===== src/rtl/vcr_pkg.sv =====
package vcr_pkg;
  localparam int NUM_VC = 2;

  typedef enum logic [1:0] {
    AS_IDLE    = 2'd0,
    AS_COLLECT = 2'd1,
    AS_HOLD    = 2'd2
  } asm_state_t;
endpackage


===== src/rtl/vcr_flit_buffer.sv =====
module vcr_flit_buffer #(
  parameter int W     = 150,
  parameter int DEPTH = 10
) (
  input  logic                         clk,
  input  logic                         rst,
  input  logic                         push,
  input  logic                         push_tail,
  input  logic [W-1:0]                 push_data,
  input  logic                         pop,
  output logic [W-1:0]                 head_data,
  output logic                         head_tail,
  output logic                         nonempty,
  output logic                         pkt_avail,
  output logic [$clog2(DEPTH+1)-1:0]   count
);
  localparam int AW = (DEPTH > 1) ? $clog2(DEPTH) : 1;
  localparam int CW = $clog2(DEPTH+1);

  logic [W:0]    mem [DEPTH];
  logic [AW-1:0] wr_ptr, rd_ptr;
  logic [CW-1:0] pkt_cnt;
  logic          pop_tail;

  function automatic logic [AW-1:0] bump(input logic [AW-1:0] p);
    return (p == AW'(DEPTH-1)) ? '0 : p + 1'b1;
  endfunction

  // storage without reset so it can map onto RAM
  always_ff @(posedge clk) begin
    if (push) mem[wr_ptr] <= {push_tail, push_data};
  end

  assign head_data = mem[rd_ptr][W-1:0];
  assign head_tail = mem[rd_ptr][W];
  assign nonempty  = (count != '0);
  assign pkt_avail = (pkt_cnt != '0);
  assign pop_tail  = pop && head_tail;

  always_ff @(posedge clk) begin
    if (rst) begin
      wr_ptr  <= '0;
      rd_ptr  <= '0;
      count   <= '0;
      pkt_cnt <= '0;
    end else begin
      if (push) wr_ptr <= bump(wr_ptr);
      if (pop)  rd_ptr <= bump(rd_ptr);
      count   <= count + CW'(push) - CW'(pop);
      pkt_cnt <= pkt_cnt + CW'(push && push_tail) - CW'(pop_tail);
    end
  end
endmodule


===== src/rtl/vcr_assembler.sv =====
module vcr_assembler
  import vcr_pkg::*;
#(
  parameter int W     = 150,
  parameter int SLOTS = 4
) (
  input  logic                        clk,
  input  logic                        rst,
  input  logic                        combine_mode,
  input  logic [NUM_VC-1:0]           nonempty,
  input  logic [NUM_VC-1:0]           pkt_avail,
  input  logic [NUM_VC-1:0][W-1:0]    head_data,
  input  logic [NUM_VC-1:0]           head_tail,
  output logic [NUM_VC-1:0]           pop,
  output logic                        out_valid,
  input  logic                        out_ready,
  output logic [SLOTS*W-1:0]          out_data
);
  localparam int HALF = SLOTS / 2;
  localparam int SW   = $clog2(SLOTS+1);

  asm_state_t    state;
  logic          sel_q, comb_q;
  logic [SW-1:0] slot_q;

  logic          idle, comb_eff, pick, pop_en, hd_tail;
  logic [SW-1:0] base, limit;
  logic [W-1:0]  hd;

  always_comb begin
    idle = (state == AS_IDLE);
    if (idle) begin
      comb_eff = combine_mode;
      if (combine_mode) begin
        pop_en = pkt_avail[0] && pkt_avail[1];
        pick   = 1'b0;
        base   = SW'(HALF);
      end else begin
        pop_en = |nonempty;
        pick   = !nonempty[0];
        base   = '0;
      end
    end else begin
      comb_eff = comb_q;
      pick     = sel_q;
      base     = slot_q;
      pop_en   = (state == AS_COLLECT) && nonempty[sel_q];
    end
    hd      = head_data[pick];
    hd_tail = head_tail[pick];
    limit   = (comb_eff && pick) ? SW'(HALF) : SW'(SLOTS);
    pop     = pop_en ? (NUM_VC'(1) << pick) : '0;
  end

  always_ff @(posedge clk) begin
    if (rst) begin
      state     <= AS_IDLE;
      sel_q     <= 1'b0;
      comb_q    <= 1'b0;
      slot_q    <= '0;
      out_valid <= 1'b0;
      out_data  <= '0;
    end else begin
      if (out_valid && out_ready) begin
        out_valid <= 1'b0;
        out_data  <= '0;
        state     <= AS_IDLE;
      end
      if (pop_en) begin
        for (int k = 0; k < SLOTS; k++) begin
          if (base == SW'(k) && base < limit) out_data[k*W +: W] <= hd;
        end
        comb_q <= comb_eff;
        if (hd_tail) begin
          if (comb_eff && !pick) begin
            sel_q  <= 1'b1;
            slot_q <= '0;
            state  <= AS_COLLECT;
          end else begin
            state     <= AS_HOLD;
            out_valid <= 1'b1;
          end
        end else begin
          state  <= AS_COLLECT;
          sel_q  <= pick;
          slot_q <= (base == SW'(SLOTS)) ? base : base + 1'b1;
        end
      end
    end
  end
endmodule


===== src/rtl/vc_egress_reassembler.sv =====
module vc_egress_reassembler
  import vcr_pkg::*;
#(
  parameter int FLIT_W     = 150,
  parameter int SLOTS      = 4,
  parameter int BUF_DEPTH  = 10
) (
  input  logic                      clk,
  input  logic                      rst,
  input  logic                      combine_mode,
  input  logic                      in_valid,
  input  logic                      in_vc,
  input  logic                      in_tail,
  input  logic [FLIT_W-1:0]         in_data,
  output logic [1:0]                credit_ret,
  output logic                      out_valid,
  input  logic                      out_ready,
  output logic [SLOTS*FLIT_W-1:0]   out_data
);
  localparam int CNT_W = $clog2(BUF_DEPTH+1);

  logic [NUM_VC-1:0]              vc_nonempty, vc_pkt, vc_head_tail, vc_pop;
  logic [NUM_VC-1:0][FLIT_W-1:0]  vc_head;
  logic [NUM_VC-1:0][CNT_W-1:0]   vc_count;

  for (genvar v = 0; v < NUM_VC; v++) begin : g_vc
    vcr_flit_buffer #(.W(FLIT_W), .DEPTH(BUF_DEPTH)) u_buf (
      .clk       (clk),
      .rst       (rst),
      .push      (in_valid && (in_vc == 1'(v))),
      .push_tail (in_tail),
      .push_data (in_data),
      .pop       (vc_pop[v]),
      .head_data (vc_head[v]),
      .head_tail (vc_head_tail[v]),
      .nonempty  (vc_nonempty[v]),
      .pkt_avail (vc_pkt[v]),
      .count     (vc_count[v])
    );

    always_ff @(posedge clk) begin
      if (rst) credit_ret[v] <= 1'b0;
      else     credit_ret[v] <= vc_pop[v];
    end
  end

  vcr_assembler #(.W(FLIT_W), .SLOTS(SLOTS)) u_asm (
    .clk          (clk),
    .rst          (rst),
    .combine_mode (combine_mode),
    .nonempty     (vc_nonempty),
    .pkt_avail    (vc_pkt),
    .head_data    (vc_head),
    .head_tail    (vc_head_tail),
    .pop          (vc_pop),
    .out_valid    (out_valid),
    .out_ready    (out_ready),
    .out_data     (out_data)
  );
endmodule


===== config.mk =====
export PLATFORM = sky130hd
export DESIGN_NAME = vc_egress_reassembler
export DESIGN_NICKNAME = d
export VERILOG_FILES = /design/src/rtl/vcr_pkg.sv /design/src/rtl/vcr_flit_buffer.sv /design/src/rtl/vcr_assembler.sv /design/src/rtl/vc_egress_reassembler.sv
export SDC_FILE = /design/constraint.sdc
export NUM_CORES = 2
export LEC_CHECK = 0
export BUFFER_PORTS_ARGS = -buffer_cell sky130_fd_sc_hd__buf_2
export CORE_MARGIN = 3
export CORE_UTILIZATION = 55
export CTS_CLUSTER_SIZE = 30
export DETAILED_ROUTE_END_ITERATION = 12
export PLACE_DENSITY = 0.77
export SLEW_MARGIN = 10
export SYNTH_ARGS = -nofsm -noshare
export SYNTH_HDL_FRONTEND = slang
export SYNTH_SLANG_ARGS = --single-unit

===== constraint.sdc =====
create_clock -name clk -period 35.9 [get_ports clk]
set_input_delay 0 -clock clk [delete_from_list [all_inputs] [get_ports clk]]
set_output_delay 0 -clock clk [all_outputs]
set_load 0.01 [all_outputs]

Word level (Yosys, flattened, before mapping)
Memories as Yosys holds them, arrays and structs flattened. A register that Yosys moved wholly into a read port is not among the register bits.
Index checks and enable logic that the tools add are counted.
- register bits: 642
- latch bits: 0
- RAM bits: 3020
- bits in read-only memories: 0
- input port bits: 157
- output and inout bits: 603
- logic and storage cells: 118
- memories kept: 2
- add/sub/neg operators: 13
- $mul: 0
- div/mod/pow operators: 0
- magnitude comparators: 3
- eq/ne operators: 10
- shifts and indexed selects: 1
- multiplexer cells: 46
- bitwise logic cells: 1
- reduce and logical (&&, ||, !) cells: 26
- memory list (name ; words ; width ; read ports ; clocked after Yosys merged registers in ; write ports ; RTL line ; text):
    g_vc[0].u_buf.mem ; 10 ; 151 ; 1 ; 1 ; 1 ; vcr_flit_buffer.sv:20 ; logic [W:0] mem [DEPTH];
    g_vc[1].u_buf.mem ; 10 ; 151 ; 1 ; 1 ; 1 ; vcr_flit_buffer.sv:20 ;
- operator list (kind ; count):
    two-way mux 600 bit ; 2
    two-way mux 150 bit ; 6
    two-way mux 4 bit ; 8
    two-way mux 1 bit ; 19
    adder 4 x 1 -> 4 bit ; 4
    adder 4 x 1 -> 4 bit, second input constant ; 4
    == test 4 bit, second input constant ; 4
    nonzero test 4 bit ; 4
    subtractor 4 x 1 -> 4 bit ; 4
    logical AND 1 bit ; 15
    two-way mux 3 bit ; 5
    two-way mux 2 bit ; 6
    == test 3 x 2 -> 1 bit, second input constant ; 2
    < comparator 1 x 2 -> 1 bit, second input constant ; 2
    adder 3 x 1 -> 3 bit, second input constant ; 1
    == test 3 x 1 -> 1 bit, second input constant ; 1
    == test 3 bit, second input constant ; 1
    zero test 3 bit ; 1
    < comparator 3 bit ; 1
    == test 2 x 1 -> 1 bit, second input constant ; 1
    zero test 1 bit ; 2
    zero test 2 bit ; 1
    != test 2 bit, second input constant ; 1
    AND reduction 2 bit ; 1
    4 further kinds ; 4

Depth between registers and ports, before layout
- word-level depth: 10
- depth in mapped cells: 16
- mapped depth without buffers: 14

Cells and area by module
Synthesis repeated with hierarchy kept, for this count alone.
- cells, all modules: 8590
- area, all modules: 139135.9 um^2
- by module, submodules not included (module ; instances ; cells each ; area an instance (um^2) ; seq. area each (um^2)):
    vcr_flit_buffer (g_vc[1].u_buf) ; 1 ; 2684 ; 57660.3 ; 45743.9
    vcr_flit_buffer (g_vc[0].u_buf) ; 1 ; 2684 ; 57659.0 ; 45743.9
    vcr_assembler ; 1 ; 3216 ; 23746.5 ; 12171.7
    vc_egress_reassembler ; 1 ; 6 ; 70.1 ; 40.0

Worst setup path before layout
No wires, ideal clock.
- path kind: register -> register
- start: register g_vc[0].u_buf.wr_ptr[2]
- end: memory g_vc[0].u_buf.mem[6][0] (netlist name), enable pin
- library setup time: 1086 ps
- arrival: 16071 ps
- data required time: 34814 ps
- setup slack: 18743 ps
- cell stages (with the launch flop): 3
- buffers on the path: 1
- period minus slack after synthesis: 17157 ps
- cells stage by stage: dfxtp_1 > clkbuf_1 > nor4b_1
- RTL lines (what ; RTL line ; text):
    start, declared ; vcr_flit_buffer.sv:21 ; logic [AW-1:0] wr_ptr, rd_ptr;
    start signal, assigned ; vcr_flit_buffer.sv:47 ; if (push) wr_ptr <= bump(wr_ptr);
    end, declared ; vcr_flit_buffer.sv:20 ;
Straight into the memory's write port.

==> results by group <==
Status
  • Status: complete, no violations

Setup path
  • CP max stage cell: buf_4
  • Critical path class: flop to flop
  • CP Data Arrival Time: 6.66 ns
  • Critical path's most frequent cell: buf_4
  • Largest stage delay on the critical path: 0.91 ns
  • Crit-path max FO: 55
  • Crit path capture type: flop
  • CP Launch Type: flop
  • CP Data Required Time: 36.73 ns
  • Crit-path cells: buf_4 -> buf_4 -> buf_4 -> buf_4 -> mux4_2 -> mux2_2 -> o211ai_1 -> o21ai_0 -> a22o_1

Timing
  • Final Setup Violations: 0
  • Worst rel slew slack: 9.562%
  • RSZ-0062 raised after global routing: no
  • Tcrit/Tclk final: 16.23%
  • F_max: 0.1716 GHz
  • Final TNS setup: 0 ns
  • Slew @ Worst Pin: 1.348 ns
  • Final Hold Viols: 0
  • Clk_skew: 0.1154 ns
  • Hold Slack: 0.06097 ns
  • Final min period: 5.827 ns
  • Slew Limit Fails: 0

Clock network
  • Cts repair resizes: 0
  • CTS sink cnt: 3,670
  • CTS H-tree depth: 5
  • Clock Tree Buf Depth: 4
  • CTS tree: yes
  • Setup Fix Bufs, Post-CTS: 0
  • Worst skew pair latency: 1.01 ns
  • Cts hold-fix bufs: 265
  • CTS buffer count: 370
  • CTS root buffer: clkbuf_16
  • CTS clk-pin slew, worst paths: 0.06 ns

Floorplan
  • Initial Util: 55.39%
  • Die H: 504.1 um
  • Die Wd: 504.1 um
  • I/O pin count: 760
  • DIE AREA: 254,100 um^2
  • Rows: 182
  • Core Region: 246,400 um^2

Synth
  • Synth warn: 0
  • Main synth FF type: edfxtp_1
  • Yosys cell types: 62
  • Yosys reg bits: 3,670
  • Syn_nets: 7,151
  • EDFF count, synth: 3,020
  • FFs w/ async S/R, synth: 0%
  • Mapped Area: 136,500 um^2
  • Synth Instances: 6,966
  • Register area share after synthesis: 75.99%
  • Mean area per synthesized cell: 19.59 um^2

Routing
  • Total number of vias: 74,389
  • # DRC: 0
  • Post-DRT Antenna Nets: 0
  • Vias per inst: 6.377
  • Routed WL: 350,700 um
  • Initial DRC count: 9,268
  • Routed WL per cell: 30.06 um
  • Initial DRT Pass Iterations: 6

Job
  • MaxCap Viol Count: 0

Layout
  • Multi-input logic area: 30,990 um^2
  • Fin cells: 11,665
  • Share of cells above drive strength 1: 28.41%
  • Commonest non-fill, non-tap cell in the layout: edfxtp_1
  • Nets: 8,236
  • Most frequent cells in the layout: 3,020 x edfxtp_1, 759 x buf_2, 642 x dfxtp_1
  • Register Area: 103,700 um^2
  • Final core utilization: 64.35%
  • FILL cells: 15,989
  • Layout area overhead: 16.19%

GRT
  • Global-route wire length before repair: 516,000 um
  • Gr ovfl total: 0
  • Antenna violations before repair: 44
  • Largest net degree at the start of global routing: 147
  • Vias in the first global route: 75,909
  • GR Util All Layers: 27.31%

Power
  • Pleak: 0.05269 uW
  • P_int: 7918 uW
  • Psw: 3055 uW
  • Clk network pwr share: 34.1%
  • Sequential share of power: 45.1%
  • Cell Pwr Density: 69.20 nW/um^2
  • Comb pwr share: 20.8%
  • Peak VDD IR: 0.06065 mV
  • Net Sw Frac: 27.84%

Hold path
  • Min-delay worst type: input port to flop

Placed design
  • Routability Congestion: 0.7985
  • Quantity of I/O buffers inserted on ports: 759
  • Hpwl dp: 182,600 um
  • Placed insts: 10,726
## power by group through the flow
stage	registers [uW]	logic (uW)	clock network, uW
2_1_floorplan	5050	1400	0
3_3_place_gp	5020	2180	0
3_5_place_dp	5030	2230	0
4_1_cts	4940	2280	3790
5_1_grt	4960	2440	3960
6_report	4950	2280	3740
## state kept, by name (all words and copies together), names as in the netlist, named ones only
| signal | flops |
|---|---|
| credit_ret | 2 |
| g_vc.u_buf.count | 8 |
| g_vc.u_buf.mem | 3020 |
| g_vc.u_buf.pkt_cnt | 8 |
| g_vc.u_buf.rd_ptr | 8 |
| g_vc.u_buf.wr_ptr | 8 |
| u_asm.comb_q | 1 |
| u_asm.out_data | 600 |
| u_asm.out_valid | 1 |
| u_asm.sel_q | 1 |
| u_asm.slot_q | 3 |
| u_asm.state | 2 |
## synthesized netlist by cell type, drive strengths merged (31+ instances only)
master	n	share of area, %
edfxtp	3020	66
dfxtp	650	9.5
mux4	601	9.9
a22o	600	3.9
nand2	319	0.88
o21ai	312	1.1
mux2i	308	2.3
mux2	302	2.5
clkbuf	247	0.68
buf	203	0.69
o211ai	152	0.84
nor2	40	0.11
inv	31	0.085
## metal layers
| layer | up-vias | routed length [um] | GRT usage [%] |
|---|---|---|---|
| met5 | - | 58 | 0 |
| met4 | 10 | 9897 | 7.973 |
| met3 | 662 | 35080 | 5.689 |
| met2 | 4337 | 171800 | 44.72 |
| met1 | 38767 | 133900 | 37.42 |
| li1 | 30613 | - | - |
## cell families after synthesis
group,after synthesis,share of synthesized area [%]
DFF,3670,75.99
muxes,1211,14.67
AOI/OAI and AO/OA,1126,6.170
buffers and inverters,481,1.451
and+or+nand+nor,435,1.346
adders and majority gates,28,0.2787
xor gates and xnor gates,15,0.09627
## through the flow
stage | total power [uW] | instance area, um^2 | worst slack [ns]
6_report | 10970 | 158600 | 30.07
2_1_floorplan | 6452 | 136500 | 18.74
3_3_place_gp | 7198 | 144100 | 30.04
5_1_grt | 11360 | 158500 | 29.59
4_1_cts | 11010 | 158500 | 29.96
3_5_place_dp | 7259 | 144100 | 30.01
## cell type report
class	instances	share of cell area, %
antenna	17	0.02683
clock buffer	485	6.505
clock inverter	172	0.9398
inverter	31	0.07339
multi-input combinational	2815	19.55
sequential	3670	65.42
tap	3312	2.613
timing repair buffer	1163	4.877
## path summary, 6_finish.rpt
| check | startpoint | to | slack (ns) | cells after the start |
|---|---|---|---|---|
| setup / recovery | flop | u_asm.out_data[400]$_SDFF_PP0_ | 30.07 | 9 |
| hold / removal | in_data[121] | g_vc[0].u_buf.mem[4][121]$_DFFE_PP_ | 0.06 | 2 |
| setup reg to reg | flop | u_asm.out_data[400]$_SDFF_PP0_ | 30.07 | 9 |
| hold reg to reg | u_asm.out_data[344]$_SDFF_PP0_ | u_asm.out_data[344]$_SDFF_PP0_ | 0.47 | 1 |
## critical path: cells and delay by family (launching register included)
family | cells | cell delay [ns]
buffers and inverters | 4 | 3.14
AO/OA/AOI/OAI | 3 | 0.92
multiplexers | 2 | 0.87
flip-flops | 1 | 0.62
Power figures use the tool's default switching activity.
